File: config.mk
export PLATFORM = sky130hd
export DESIGN_NAME = bkl_pwm
export DESIGN_NICKNAME = d
export VERILOG_FILES = /design/src/rtl/bkl_pkg.sv /design/src/rtl/bkl_regs.sv /design/src/rtl/bkl_prescale.sv /design/src/rtl/bkl_wave.sv /design/src/rtl/bkl_pwm.sv
export SDC_FILE = /design/constraint.sdc
export NUM_CORES = 1
export LEC_CHECK = 0
export ABC_AREA = 1
export BUFFER_PORTS_ARGS = -buffer_cell sky130_fd_sc_hd__buf_4
export CAP_MARGIN = 40
export CELL_PAD_IN_SITES_DETAIL_PLACEMENT = 2
export CELL_PAD_IN_SITES_GLOBAL_PLACEMENT = 2
export CORE_UTILIZATION = 29
export CTS_CLUSTER_SIZE = 40
export DETAILED_ROUTE_END_ITERATION = 10
export HOLD_SLACK_MARGIN = 0.12
export PLACE_DENSITY = 0.73
export SLEW_MARGIN = 30
export SYNTH_ARGS = -nofsm -noshare
export SYNTH_HDL_FRONTEND = slang
export SYNTH_SLANG_ARGS = --single-unit
File: constraint.sdc
create_clock -name clk -period 1.5 [get_ports clk]
set_clock_uncertainty 0.1 [all_clocks]
set_input_delay 0.075 -clock clk [delete_from_list [all_inputs] [get_ports clk]]
set_output_delay 0.075 -clock clk [all_outputs]
set_load 0.005 [all_outputs]
File: src/rtl/bkl_pkg.sv
package bkl_pkg;
  localparam int ADDR_W  = 5;
  localparam int DATA_W  = 32;
  localparam int DIV_W   = 10;
  localparam int PER_W   = 12;
  localparam int HW_W    = PER_W + 1;
  localparam int DIV_LSB = 16;
  localparam int HW_LSB  = 16;

  localparam logic [ADDR_W-1:0] OFS_ON  = 5'h00;
  localparam logic [ADDR_W-1:0] OFS_CMT = 5'h08;
  localparam logic [ADDR_W-1:0] OFS_CT0 = 5'h10;
  localparam logic [ADDR_W-1:0] OFS_CT1 = 5'h14;

  typedef struct packed {
    logic [DIV_W-1:0] div;
    logic [PER_W-1:0] per;
    logic [HW_W-1:0]  hw;
  } cfg_t;
endpackage

File: src/rtl/bkl_regs.sv
module bkl_regs
  import bkl_pkg::*;
(
  input  logic              clk,
  input  logic              rst,
  input  logic              wr_en,
  input  logic [ADDR_W-1:0] wr_addr,
  input  logic [DATA_W-1:0] wr_data,
  input  logic [ADDR_W-1:0] rd_addr,
  output logic [DATA_W-1:0] rd_data,
  output logic              on_q,
  output cfg_t              shadow,
  output logic              commit_rise
);
  logic              cmt_q;
  logic [DATA_W-1:0] rd_mux;

  assign commit_rise = wr_en && (wr_addr == OFS_CMT) && wr_data[0] && !cmt_q;

  always_ff @(posedge clk) begin
    if (rst) begin
      on_q   <= 1'b0;
      cmt_q  <= 1'b0;
      shadow <= '0;
    end else if (wr_en) begin
      case (wr_addr)
        OFS_ON:  on_q       <= wr_data[0];
        OFS_CMT: cmt_q      <= wr_data[0];
        OFS_CT0: shadow.div <= wr_data[DIV_LSB +: DIV_W];
        OFS_CT1: begin
          shadow.per <= wr_data[PER_W-1:0];
          shadow.hw  <= wr_data[HW_LSB +: HW_W];
        end
        default: ;
      endcase
    end
  end

  always_comb begin
    rd_mux = '0;
    case (rd_addr)
      OFS_ON:  rd_mux[0] = on_q;
      OFS_CMT: rd_mux[0] = cmt_q;
      OFS_CT0: rd_mux[DIV_LSB +: DIV_W] = shadow.div;
      OFS_CT1: begin
        rd_mux[PER_W-1:0]       = shadow.per;
        rd_mux[HW_LSB +: HW_W]  = shadow.hw;
      end
      default: ;
    endcase
  end

  always_ff @(posedge clk) begin
    if (rst) rd_data <= '0;
    else     rd_data <= rd_mux;
  end
endmodule

File: src/rtl/bkl_prescale.sv
module bkl_prescale
  import bkl_pkg::*;
(
  input  logic             clk,
  input  logic             rst,
  input  logic             run,
  input  logic [DIV_W-1:0] limit,
  output logic             tick
);
  logic [DIV_W-1:0] cnt;

  assign tick = run && (cnt == limit);

  always_ff @(posedge clk) begin
    if (rst || !run) cnt <= '0;
    else if (tick)   cnt <= '0;
    else             cnt <= cnt + 1'b1;
  end
endmodule

File: src/rtl/bkl_wave.sv
module bkl_wave
  import bkl_pkg::*;
(
  input  logic clk,
  input  logic rst,
  input  logic run,
  input  logic tick,
  input  cfg_t shadow,
  input  logic commit_rise,
  output cfg_t act,
  output logic pend,
  output logic wrap,
  output logic pwm_o
);
  logic [PER_W-1:0] per_cnt;
  logic             load;

  assign wrap = tick && (per_cnt == act.per);
  assign load = pend && (!run || wrap);

  always_ff @(posedge clk) begin
    if (rst || !run)  per_cnt <= '0;
    else if (wrap)    per_cnt <= '0;
    else if (tick)    per_cnt <= per_cnt + 1'b1;
  end

  always_ff @(posedge clk) begin
    if (rst) begin
      act  <= '0;
      pend <= 1'b0;
    end else begin
      if (load) act <= shadow;
      pend <= (pend && !load) || commit_rise;
    end
  end

  always_ff @(posedge clk) begin
    if (rst) pwm_o <= 1'b0;
    else     pwm_o <= run && ({1'b0, per_cnt} < act.hw);
  end
endmodule

File: src/rtl/bkl_pwm.sv
module bkl_pwm
  import bkl_pkg::*;
(
  input  logic              clk,
  input  logic              rst,
  input  logic              wr_en,
  input  logic [ADDR_W-1:0] wr_addr,
  input  logic [DATA_W-1:0] wr_data,
  input  logic [ADDR_W-1:0] rd_addr,
  output logic [DATA_W-1:0] rd_data,
  output logic              pwm_o
);
  logic on_q;
  logic commit_rise;
  logic tick;
  logic pend;
  logic wrap;
  cfg_t sh;
  cfg_t act;

  bkl_regs u_regs (
    .clk(clk), .rst(rst), .wr_en(wr_en), .wr_addr(wr_addr), .wr_data(wr_data),
    .rd_addr(rd_addr), .rd_data(rd_data), .on_q(on_q), .shadow(sh),
    .commit_rise(commit_rise)
  );

  bkl_prescale u_pre (
    .clk(clk), .rst(rst), .run(on_q), .limit(act.div), .tick(tick)
  );

  bkl_wave u_wave (
    .clk(clk), .rst(rst), .run(on_q), .tick(tick), .shadow(sh),
    .commit_rise(commit_rise), .act(act), .pend(pend), .wrap(wrap), .pwm_o(pwm_o)
  );
endmodule

==> results.env <==
RUN_STATUS='complete, but fails checks'
FAILED_CHECKS='design-rule violations, negative setup slack'
MAXIMUM_FANOUT_COUNT_ALONG_THE_CRITICAL_PATH=8
FINAL-SETUP-VIOL-COUNT=63
SYNTHESIS.INSTANCES=742
DIE_Y_UM=138.1
ANTENNA-DIODE-COUNT=0
PLACER_CONGESTION_ESTIMATE=0.8104
WORSTSETUPSTARTPOINTTYPE='flip-flop'
FINAL.PERIOD_UTILIZATION_PCT=147.4
DR_TOTAL_VIAS=6259
SYNTH-SEQ-AREA-SHARE_PCT=45.10
FINALNETCOUNT=973
MAX_CLOCK_FREQ_GHz=0.4524
HOLD_SLACK_NS=0.008657
CTS-HTREE-LEVELS=4
FILLCELLCOUNT=1891
CORE_UM2=18090
SWITCHINGPOWER_mW=2.153
MAX-VDD-IR-DROP_uV=816.3
DIE_W_UM=138.1
CLOCK_SINKS=121
IO_PINS=78
DRC=4
P_LEAK_nW=3.424
ANTENNA_VIOLATING_NETS_POST_ROUTE=0
HOLD_VIOL=0
TOTALNEGATIVESETUPSLACK_NS=-29.55
GRT_ANTENNA_BEFORE_REPAIR=0
HP-CLASS='input port to flip-flop'
GRT_PASS1_WL_UM=42140
YS_FF_LATCH=121
DRT-INITIAL-DRC-COUNT=373
LARGEST_STAGE_DELAY_ON_THE_CRITICAL_PATH_NS=0.35
DRT_PASS1_ITERATIONS=7
MAXCAPVIOLATIONS=0
CRIT_CHAIN='xnor2_1 > nand2_1 > nor2_4 > nand2_2 > nor2_4 > nand2_4 > nand2_4 > buf_6 > clkbuf_16 > a21oi_1 > nor2_1'
CTS_BUFFERS=17
GRT_SETUP_UNREPAIRED='true'
PORT_BUFFERS=63
GRTUSAGETOTAL_PCT=29.33
SETUP.WORST_PATH.END_CLASS='flip-flop'
WORSTPATHARRIVAL_NS=2.44
SYNTHESIS.AREA_UM2=5371
SHARE_COMB_OF_TOTAL_POWER_PCT=5.8
P_TOTAL_mW=8.378
FIRST_GLOBAL_VIAS=6913
GRT_START_MAX_NET_PINS=72
POWER.DENSITY_CELL_AREA_nW_PER_UM2=969.2
HPWL_UM=13580
START_UTIL_PCT=29.70
HOLD_BUFFER_COUNT_AT_CTS=35
SYN_AREA_PER_CELL_UM2=7.239
DETAILEDPLACE.WORSTSLACK_NS=-0.6135
WL_PER_CELL_UM=28.75
CRITICAL_PATH_BUF_INV_COUNT=2
FIN_WS_NS=-0.7105
YS.WARNINGS.COUNT=0
CTS.PATH.MAX_BUFFERS=2
REGISTER_SHARE_OF_TOTAL_POWER_PCT=38.5
YOSYS.CELL_TYPES.COUNT=29
CRIT_PATH_TOP_DELAY_CELL='dfxtp_1'
ROOT_BUFFER='clkbuf_16'
CLKLATENCYLATEPIN_NS=0.46
WIRELENGTH_UM=33260
ROUTED_VIA_DENSITY=5.410
POST-ROUTE-UTIL_PCT=47.80
FINAL_MAX_SLEW_VIOL_COUNT=0
GLOBAL_ROUTE.OVERFLOW_TOTAL=0
CLOCK_POWER_SHARE_PCT=55.7
TRITONCTS='yes'
INTERNAL-POWER_mW=6.225
WORST_PATH_DOMINANT_CELL_FAMILY='simple AND/OR/NAND/NOR gates'
COUNT_OF_STANDARD_CELL_ROWS=49
FP.DIEAREA_UM2=19070
PATH_CLK_SLEW_NS=0.07
POWER.SWITCHING_FRACTION_PCT=25.70
AREAGROWTHSYNTHTOFINISH_PCT=60.94
RATIO_OF_CELLS_WITH_DRIVE_ABOVE_1_IN_THE_FINAL_LAYOUT_PCT=38.58
CP_DATA_REQUIRED_TIME_NS=1.73
FINALWORSTPATHREQUIREDPERIOD_NS=2.210
CRITICALPATHCATEGORY='flip-flop to flip-flop'
## final timing paths
path                                   startpoint  slack, ns           endpoint  cells past startpoint
worst max register to register     u_wave.act[19]      -0.71     u_wave.act[30]                     11
worst min-delay path                   wr_addr[2]      0.009        u_wave.pend                      4
worst min register to register  u_regs.shadow[19]       0.42  u_regs.rd_data[6]                      2
worst max-delay path               u_wave.act[19]      -0.71     u_wave.act[30]                     11
## state kept, by name, summed over array words and instances, names as in the netlist
name	count
u_wave.act	35
u_regs.shadow	35
u_pre.cnt	10
u_wave.pwm_o	1
u_regs.on_q	1
u_wave.per_cnt	12
u_wave.pend	1
u_regs.rd_data	25
u_regs.cmt_q	1
## layer usage
layer  routed length (µm)  GRT usage (%)  part of all wire, %
met5                    0              0                    0
met4                 1405          12.24                  4.2
met3                 1317          5.300                  4.0
met2                16990          54.05                   51
met1                13550          33.20                   41
## area by class of cell
cell class / instances / area [µm²] / share of cell area [%]
Timing Repair Buffer: 190 / 1864 / 21.57
Inverter: 95 / 364.1 / 4.212
Tap cell: 229 / 286.5 / 3.315
Clock buffer: 18 / 429.2 / 4.965
Clock inverter: 14 / 196.4 / 2.272
Multi-Input combinational cell: 490 / 3023 / 34.97
Sequential cell: 121 / 2481 / 28.70
## cell usage after synthesis, drive strengths merged
cell | number | share of area, %
ha | 13 | 3.0
inv | 95 | 6.6
a21oi | 87 | 8.1
o211ai | 1 | 0.14
nor2 | 88 | 6.2
o2111ai | 1 | 0.16
nand2 | 131 | 9.2
nand4 | 19 | 2.2
conb | 1 | 0.070
nor4 | 2 | 0.23
or2 | 1 | 0.12
nor3 | 7 | 0.65
o21ai | 40 | 3.7
buf | 20 | 2.4
o31ai | 1 | 0.14
nand3 | 57 | 5.3
dfxtp | 121 | 45
and2 | 1 | 0.12
clkbuf | 22 | 1.5
xnor2 | 13 | 2.1
nor3b | 5 | 0.70
a31oi | 1 | 0.12
o22ai | 10 | 1.2
xor2 | 5 | 0.82
## power by group through the flow
| stage | Combinational, mW | Clock, mW | Sequential, mW |
|---|---|---|---|
| finish | 0.486 | 4.66 | 3.23 |
| global route | 0.506 | 4.75 | 3.23 |
| CTS | 0.388 | 4.48 | 3.24 |
| detailed placement | 0.290 | 0 | 3.31 |
| global placement | 0.275 | 0 | 3.31 |
| floorplan | 0.150 | 0 | 3.31 |
## per-stage QoR
step | std cells | instance area [µm²]
after CTS | 1148 | 8039
final | 1157 | 8645
after floorplan | 748 | 5438
after global routing | 1157 | 8645
after global placement | 1065 | 6586
after detailed placement | 1065 | 6586
## what timing repair did
action / in CTS / in global routing
endpoints found under the hold margin: 62 / 1
setup endpoints to repair: 59 / 103
gates resized for setup: 64 / 151
buffers inserted: 16 / 12
pin swaps: 28 / 64
gates cloned: 5 / 6
## layout by cell type (no fill, tap or decap), types with 5 or more instances in the layout
| master | Yosys | final |
|---|---|---|
| buf_4 | 14 | 121 |
| nand2_1 | 130 | 90 |
| dfxtp_1 | 121 | 90 |
| inv_1 | 94 | 78 |
| a21oi_1 | 87 | 68 |
| nor2_1 | 87 | 62 |
| nand3_1 | 57 | 39 |
| o21ai_0 | 40 | 38 |
| nand2_2 | 1 | 34 |
| dlygate4sd3_1 | 0 | 33 |
| dfxtp_2 | 0 | 23 |
| clkbuf_16 | 0 | 22 |
| nor2_2 | 1 | 21 |
| nand4_1 | 19 | 19 |
| inv_2 | 1 | 15 |
| nand3_2 | 0 | 14 |
| buf_6 | 0 | 14 |
| a21oi_2 | 0 | 13 |
| buf_12 | 0 | 13 |
| xnor2_1 | 13 | 10 |
| o22ai_1 | 10 | 10 |
| ha_1 | 13 | 9 |
| dfxtp_4 | 0 | 8 |
| nand2_4 | 0 | 7 |
| conb_1 | 1 | 7 |
| a21oi_4 | 0 | 6 |
| xor2_1 | 5 | 5 |
| nor2_4 | 0 | 5 |
## logic make-up (layout without fill, tap and decap cells)
kind of cell	Yosys count	in the layout	synth area share, %
other cells	1	7	0.06981
xor+xnor	18	18	2.935
fa+ha+maj	13	13	3.028
compound gates	141	141	13.56
simple gates	311	311	24.74
buf+inv	137	317	10.58
flops	121	121	45.10
## worst reg2reg max path, delay by kind of cell (launching register included)
kind	cells	cell delay, ns
AOI/OAI and AO/OA	1	0.09
DFF	1	0.35
and+or+nand+nor	7	1.05
xor gates and xnor gates	1	0.22
buffers and inverters	2	0.29
No activity file was read; power rests on OpenSTA's default activity.
